$ cat config.mk
export PLATFORM = sky130hd
export DESIGN_NAME = qdac_wr_ctrl
export DESIGN_NICKNAME = d
export VERILOG_FILES = /design/src/rtl/qdac_pkg.sv /design/src/rtl/qdac_regs.sv /design/src/rtl/qdac_shifter.sv /design/src/rtl/qdac_wr_ctrl.sv
export SDC_FILE = /design/constraint.sdc
export NUM_CORES = 1
export LEC_CHECK = 0
export BUFFER_PORTS_ARGS = -buffer_cell sky130_fd_sc_hd__buf_4
export CORE_ASPECT_RATIO = 1.75
export CORE_MARGIN = 5
export CORE_UTILIZATION = 45
export CTS_CLUSTER_SIZE = 14
export DETAILED_ROUTE_END_ITERATION = 8
export GPL_ROUTABILITY_DRIVEN = 0
export PLACE_DENSITY = 0.69
export REMOVE_ABC_BUFFERS = 1
export SETUP_SLACK_MARGIN = 0.02
export SYNTH_ARGS = -nofsm -noshare
export SYNTH_HDL_FRONTEND = slang
export SYNTH_SLANG_ARGS = --single-unit
$ cat constraint.sdc
create_clock -name clk -period 2.1 [get_ports clk]
set_input_delay 0.315 -clock clk [delete_from_list [all_inputs] [get_ports clk]]
set_output_delay 0.315 -clock clk [all_outputs]
set_load 0.05 [all_outputs]
$ cat src/rtl/qdac_pkg.sv
package qdac_pkg;
  localparam int CODE_W  = 12;
  localparam int FRAME_W = 16;
  localparam int BUS_W   = 16;

  typedef struct packed {
    logic [1:0]        sel;
    logic              buf_only;
    logic              fast;
    logic [CODE_W-1:0] code;
  } dac_req_t;

  function automatic logic [FRAME_W-1:0] build_frame(dac_req_t r);
    return {r.sel[0], r.buf_only, r.fast, 1'b0, r.code};
  endfunction
endpackage

$ cat src/rtl/qdac_regs.sv
module qdac_regs
  import qdac_pkg::*;
(
  input  logic             clk,
  input  logic             rst_n,
  input  logic             bus_wr,
  input  logic [2:0]       bus_addr,
  input  logic [BUS_W-1:0] bus_wdata,
  output logic [BUS_W-1:0] bus_rdata,
  input  logic             busy,
  output logic             start,
  output dac_req_t         req
);
  localparam logic [2:0] A_LOW  = 3'd4;
  localparam logic [2:0] A_CTL  = 3'd5;
  localparam logic [2:0] A_STAT = 3'd6;

  logic [7:0] low_q;
  logic [8:0] ctl_q;
  logic       accept;

  assign accept = bus_wr && !busy;

  always_ff @(posedge clk) begin
    if (!rst_n) begin
      low_q <= '0;
      ctl_q <= '0;
    end else if (accept) begin
      if (bus_addr == A_LOW) low_q <= bus_wdata[7:0];
      if (bus_addr == A_CTL) ctl_q <= bus_wdata[8:0];
    end
  end

  assign start        = accept && (bus_addr == A_CTL);
  assign req.sel      = bus_wdata[8:7];
  assign req.buf_only = bus_wdata[6];
  assign req.fast     = bus_wdata[5];
  assign req.code     = {bus_wdata[3:0], low_q};

  always_comb begin
    bus_rdata = '0;
    case (bus_addr)
      A_LOW:   bus_rdata[7:0] = low_q;
      A_CTL:   bus_rdata[8:0] = ctl_q;
      A_STAT:  bus_rdata[7]   = !busy;
      default: bus_rdata      = '0;
    endcase
  end
endmodule

$ cat src/rtl/qdac_shifter.sv
module qdac_shifter
  import qdac_pkg::*;
#(
  parameter int FAST_HALF = 2,
  parameter int SLOW_HALF = 8,
  parameter int NUM_CS    = 2
) (
  input  logic              clk,
  input  logic              rst_n,
  input  logic              start,
  input  dac_req_t          req,
  output logic              busy,
  output logic              sclk,
  output logic              sdata,
  output logic [NUM_CS-1:0] cs_n
);
  localparam int MAX_HALF = (FAST_HALF > SLOW_HALF) ? FAST_HALF : SLOW_HALF;
  localparam int DIV_W    = $clog2(MAX_HALF + 1);
  localparam int IDX_W    = $clog2(FRAME_W);
  localparam logic [DIV_W-1:0] FAST_LIM = DIV_W'(FAST_HALF - 1);
  localparam logic [DIV_W-1:0] SLOW_LIM = DIV_W'(SLOW_HALF - 1);

  logic [FRAME_W-1:0] shreg;
  logic [DIV_W-1:0]   div;
  logic [DIV_W-1:0]   lim;
  logic [IDX_W-1:0]   idx;

  assign sdata = shreg[FRAME_W-1];

  always_ff @(posedge clk) begin
    if (!rst_n) begin
      busy  <= 1'b0;
      sclk  <= 1'b0;
      shreg <= '0;
      div   <= '0;
      lim   <= '0;
      idx   <= '0;
      cs_n  <= '1;
    end else if (!busy) begin
      if (start) begin
        busy  <= 1'b1;
        shreg <= build_frame(req);
        lim   <= req.fast ? FAST_LIM : SLOW_LIM;
        div   <= '0;
        idx   <= '0;
        for (int i = 0; i < NUM_CS; i++)
          cs_n[i] <= !(req.sel[1] == i[0]);
      end
    end else if (div == lim) begin
      div <= '0;
      if (!sclk) begin
        sclk <= 1'b1;
      end else begin
        sclk <= 1'b0;
        if (idx == IDX_W'(FRAME_W - 1)) begin
          busy <= 1'b0;
          cs_n <= '1;
        end else begin
          idx   <= idx + 1'b1;
          shreg <= {shreg[FRAME_W-2:0], 1'b0};
        end
      end
    end else begin
      div <= div + 1'b1;
    end
  end
endmodule

$ cat src/rtl/qdac_wr_ctrl.sv
module qdac_wr_ctrl
  import qdac_pkg::*;
#(
  parameter int FAST_HALF = 2,
  parameter int SLOW_HALF = 8
) (
  input  logic        clk,
  input  logic        rst_n,
  input  logic        bus_wr,
  input  logic [2:0]  bus_addr,
  input  logic [15:0] bus_wdata,
  output logic [15:0] bus_rdata,
  output logic        dac_sclk,
  output logic        dac_sdata,
  output logic [1:0]  dac_cs_n
);
  logic     busy;
  logic     start;
  dac_req_t req;

  qdac_regs u_regs (
    .clk       (clk),
    .rst_n     (rst_n),
    .bus_wr    (bus_wr),
    .bus_addr  (bus_addr),
    .bus_wdata (bus_wdata),
    .bus_rdata (bus_rdata),
    .busy      (busy),
    .start     (start),
    .req       (req)
  );

  qdac_shifter #(
    .FAST_HALF (FAST_HALF),
    .SLOW_HALF (SLOW_HALF),
    .NUM_CS    (2)
  ) u_shift (
    .clk   (clk),
    .rst_n (rst_n),
    .start (start),
    .req   (req),
    .busy  (busy),
    .sclk  (dac_sclk),
    .sdata (dac_sdata),
    .cs_n  (dac_cs_n)
  );
endmodule

# Word level (Yosys, flattened, before mapping)
# Index checks and enable logic that the tools add are counted.
# Widths: inputs -> output; s select.
dict set report totals {
  wordCells 59
  regBits 49
  out_inout_bits 20
}
dict set report op_classes {
  n_bitwise 1
  add_sub_neg 2
  muxes 27
  eq_ne 9
  n_reduce_logical 11
}
# op n
set ops {}
lappend ops {{$mux 16} 5}
lappend ops {{$mux 4} 7}
lappend ops {{$pmux 7 s2} 1}
lappend ops {{$mux 2} 5}
lappend ops {{$eq 3x3->1 const B} 3}
lappend ops {{$add 4x1->4 const B} 2}
lappend ops {{$ne 2x2->1 const B} 4}
lappend ops {{$reduce_and 2->1} 4}
lappend ops {{$reduce_and 4->1} 2}
lappend ops {{$mux 1} 7}
lappend ops {{$eq 4x4->1} 1}
lappend ops {{$eq 4x4->1 const B} 1}
lappend ops {{$mux 3} 1}
lappend ops {{$pmux 1 s3} 1}
lappend ops {{$logic_and 1x1->1} 2}
lappend ops {{$logic_not 1->1} 2}
lappend ops {{$reduce_bool 2->1} 1}
lappend ops {{$not 1->1} 1}

# Longest topological paths before layout
dict set report depth {
  word_depth 5
  ltp_mapped 8
}

# Modules after synthesis
# Synthesis repeated with hierarchy kept, for this count alone.
dict set report hier_totals {
  hier_cells 258
  area_unflattened_um2 2454.9
}
# module cells_each n_inst area_per_inst_um2
set by_module_without_submodules {}
lappend by_module_without_submodules {qdac_shifter 149 1 1506.4}
lappend by_module_without_submodules {qdac_regs 109 1 948.4}

# Worst setup path after synthesis
# Ideal clock, no wire load.
dict set report synth_timing {
  kind {register to register}
  from {register u_shift.sclk}
  to {register u_shift.shreg[10]}
  t_required_ns 1.960
  n_path_buf 2
  path_slack_ns 0.266
  setup_time_ns 0.140
  stages_incl_launch_ff 7
  arrival_ns 1.694
  path_cell_list {dfxtp_1 -> nand2b_1 -> o41ai_4 -> and2_1 -> buf_4 -> buf_6 -> a211oi_2}
}
dict set report synth_via {
  elab_chain_len 2
}
# element line_no
set synth_lines {}
lappend synth_lines {{start, declared} qdac_shifter.sv:13} ;# output logic sclk,
lappend synth_lines {{start signal, assigned} qdac_shifter.sv:33} ;# sclk <= 1'b0;
lappend synth_lines {{start signal, assigned} qdac_shifter.sv:52} ;# sclk <= 1'b1;
lappend synth_lines {{start signal, assigned} qdac_shifter.sv:54} ;# sclk <= 1'b0;
lappend synth_lines {{$ne 2x2->1 (no source line)} n/a}
lappend synth_lines {{$reduce_and 4->1 (no source line)} n/a}
lappend synth_lines {{end signal, assigned} qdac_shifter.sv:42} ;# shreg <= build_frame(req);
lappend synth_lines {{end signal, assigned} qdac_shifter.sv:60} ;# shreg <= {shreg[FRAME_W-2:0], 1'b0};
lappend synth_lines {{end, declared} qdac_shifter.sv:23} ;# logic [FRAME_W-1:0] shreg;
# No other way between the ends.
# A chain may end at the register's enable or synchronous reset.

# Worst setup path after layout
dict set report layout_timing {
  from {register u_shift.busy}
  to {output bus_rdata[7]}
}
dict set report layout_via {
  elab_chain_len 2
}
# element line_no
set layout_lines {}
lappend layout_lines {{start, declared} qdac_shifter.sv:12} ;# output logic busy,
lappend layout_lines {{start signal, assigned} qdac_shifter.sv:32} ;# busy <= 1'b0;
lappend layout_lines {{start signal, assigned} qdac_shifter.sv:41} ;# busy <= 1'b1;
lappend layout_lines {{start signal, assigned} qdac_shifter.sv:56} ;# busy <= 1'b0;
lappend layout_lines {{$logic_not 1->1} n/a}
lappend layout_lines {{$pmux 1 s3} qdac_regs.sv:42} ;# case (bus_addr)
lappend layout_lines {{end, declared} qdac_wr_ctrl.sv:12} ;# output logic [15:0] bus_rdata,
# No other way between the ends.

==> flow_metrics.py <==
metrics = {
    "yosys": {
        "synth_compound_area_share_pct": 20.5,
        "synth-simple-area-share_pct": 16.7,
        "syn_area_um2": 2340,
        "ys_seq_area_share_pct": 40.2,
        "yosys-mux-area-fraction_pct": 12.4,
        "yosys.area.top_type": "dfxtp_1",
        "synth_cells": 259,
        "synth-edff-count": 0,
        "synth.area.top_cells": "dfxtp_1 (40%), mux2i_1 (12%), a21oi_1 (5.8%)",
        "avgSynthCellArea_um2": 9.03,
        "yosysMostFrequentCell": "dfxtp_1",
        "ys_top_cells_by_count": "dfxtp_1 (47), mux2i_1 (29), nand2_1 (29)",
        "synth_top_cell_area_share_pct": 40.2,
        "synth_fa_ha_area_share_pct": 1.07,
        "yosys_warnings": 0,
        "ys.flop_type": "dfxtp_1",
        "synth_cell_type_count": 48,
        "ys_async_sr_fraction_pct": 0,
        "synthXorXnorAreaFrac_pct": 1.07,
        "synth_top_family_by_area": "compound AO/OA/AOI/OAI gates",
        "synth_seq_cells": 47,
    },
    "layout": {
        "synthToLayoutAreaGrowth_pct": 14.6,
        "drive_above_1_share_pct": 21.6,
        "nFillCells": 496,
        "fin_util_pct": 53.4,
        "num_antenna_cells": 0,
        "fin_cells": 341,
        "nets": 310,
    },
    "global_routing": {
        "gr-total-overflow": 0,
        "grt_start_max_net_pins": 29,
        "antenna_found_initial": 0,
        "grt_usage_pct": 15.9,
        "grt_pass1_vias": 1846,
        "grt_pass1_wl_um": 8620,
    },
    "timing": {
        "timing.hold.ws_ns": 0.197,
        "period_minus_slack_ns": 1.86,
        "period_share_pct": 88.8,
        "max_freq_mhz": 536,
        "slew_headroom_pct": 61.5,
        "drv_slew": 0,
        "finalHoldViolCount": 0,
        "fin_skew_ns": 0.00703,
        "setup_viol": 0,
        "rsz0062_at_grt": "false",
        "worst_pin_slew_ns": 0.569,
    },
    "worst_setup_path": {
        "reg2reg_from": "u_shift.div[2]",
        "arrival_ns": 1.55,
        "r2r_setup_slack_ns": 0.32,
        "cp-end-kind": "primary output",
        "worst-r2r-cell-count": 4,
        "critical_path_class": "flop to primary output",
        "cp.required_ns": 1.78,
        "cp_max_fo": 28,
        "r2r_end": "u_shift.idx[2]",
        "critical_path.startpoint_type": "flop",
    },
    "detailed_routing": {
        "drt-initial-drc-count": 91,
        "wire_per_inst_um": 15.2,
        "drc": 0,
        "drtAntennaViolNets": 0,
        "wirelength_um": 5200,
        "routed_via_density": 5.56,
        "via_count": 1896,
        "dr.pass1.iters": 4,
    },
    "placement": {
        "dpl.hpwl_um": 3720,
        "io_buffers": 27,
        "dp_cells": 333,
    },
    "floorplanning": {
        "die_x_um": 64.5,
        "pin_count": 42,
        "rows": 34,
        "fp.coreArea_um2": 5020,
        "dieArea_um2": 6800,
        "start_util_pct": 46.6,
        "die_h_um": 105,
    },
    "clock_tree": {
        "cts_buffers": 5,
        "ctsHoldBuffers": 0,
        "clock_sinks": 47,
        "postCtsSetupBuffers": 0,
        "clk_pin_slew_ns": 0.09,
        "root_buffer": "clkbuf_8",
        "max-clock-path-buffers": 2,
        "cts_max_level": 2,
        "clk_latency_ns": 0.30,
        "cts_tree": "built",
        "post_cts_resized": 0,
    },
    "run": {
        "cap_viol_max_count": 0,
    },
    "worst_hold_path": {
        "min_to": "u_shift.cs_n[1]",
        "min_from": "bus_wdata[8]",
        "hold_depth": 2,
        "hold_class": "input pin to flop",
    },
    "power_and_ir_drop": {
        "power.leakage_uw": 0.000992,
        "powerDensity_nw_per_um2": 663,
        "power_uw": 1780,
        "worst_ir_drop_vdd_v": 0.000562,
    },
    "outcome": {
        "status": "finished, final reports clean",
    },
}
## per-layer routing
metal / wire, um / GRT usage, % / vias to the layer above
met5: 0 / 0 / -
met4: 111 / 7.87 / 0
li1: - / - / 954
met3: 191 / 2.34 / 8
met1: 2130 / 18.4 / 896
met2: 2760 / 27.9 / 38
## logic make-up after synthesis
kind of cell	after synthesis
adder cells (fa/ha/maj)	2
flip-flops	47
multiplexers	29
other	1
AO/OA/AOI/OAI	65
AND/OR/NAND/NOR	80
XOR/XNOR	2
buffers and inverters	33
## cell type report
| class | count | area [um2] | share of cell area, % |
|---|---|---|---|
| multi-input cells | 185 | 1240 | 46.2 |
| inverters | 8 | 30.0 | 1.12 |
| repair buffers | 39 | 305 | 11.4 |
| clock buffers | 8 | 100 | 3.73 |
| flip-flops and latches | 47 | 941 | 35.1 |
| well taps | 54 | 67.6 | 2.52 |
## worst max-delay path by stage
| stage | from | to | slack, ns | cells after the start |
|---|---|---|---|---|
| after global placement | bus_addr[1] | u_shift.shreg[1] | 0.33 | 6 |
| after floorplan | u_shift.busy | u_shift.shreg[13] | -0.35 | 4 |
| after CTS | u_shift.busy | bus_rdata[7] | 0.24 | 6 |
| final | u_shift.busy | bus_rdata[7] | 0.24 | 6 |
| after global routing | u_shift.busy | bus_rdata[7] | 0.15 | 6 |
| after detailed placement | bus_addr[1] | u_shift.shreg[5] | 0.34 | 6 |
## cells in the final DEF (no fill, tap or decap), drive strengths merged, types with 5 or more instances in the layout
cell type / count
a21oi: 27
o21ai: 5
inv: 8
clkbuf: 8
nand3: 6
nor2: 22
conb: 7
buf: 39
nand2: 29
a211oi: 14
mux2i: 29
dfxtp: 47
## metrics by stage
stage / area [um2] / TNS, ns / setup slack, ns
detailed placement: 2580 / 0 / 0.336
floorplan: 2210 / -7.01 / -0.351
global placement: 2580 / 0 / 0.326
finish: 2680 / 0 / 0.236
CTS: 2680 / 0 / 0.243
global route: 2680 / 0 / 0.154
## critical path, cell delays in order (launching register included)
cell and delay, ns:
dfxtp_1 0.43, buf_12 0.23, nand2_1 0.06, o21ai_0 0.07, o21ai_0 0.11, and2_1 0.17, buf_4 0.18
## sequential cells by signal, indices dropped and copies added, names as in the netlist
signal         count
u_shift.idx        4
u_shift.shreg     16
u_shift.cs_n       2
u_regs.low_q       8
u_shift.lim        2
u_regs.ctl_q       9
u_shift.busy       1
u_shift.sclk       1
u_shift.div        4
## power by group
group	total (uW)	internal [uW]	switching [uW]	leakage [uW]
Sequential	938	920	17.8	0.000381
Combinational	245	90.4	155	0.000560
Clock	596	301	295	0.0000515
(Power assumes the default switching activity.)
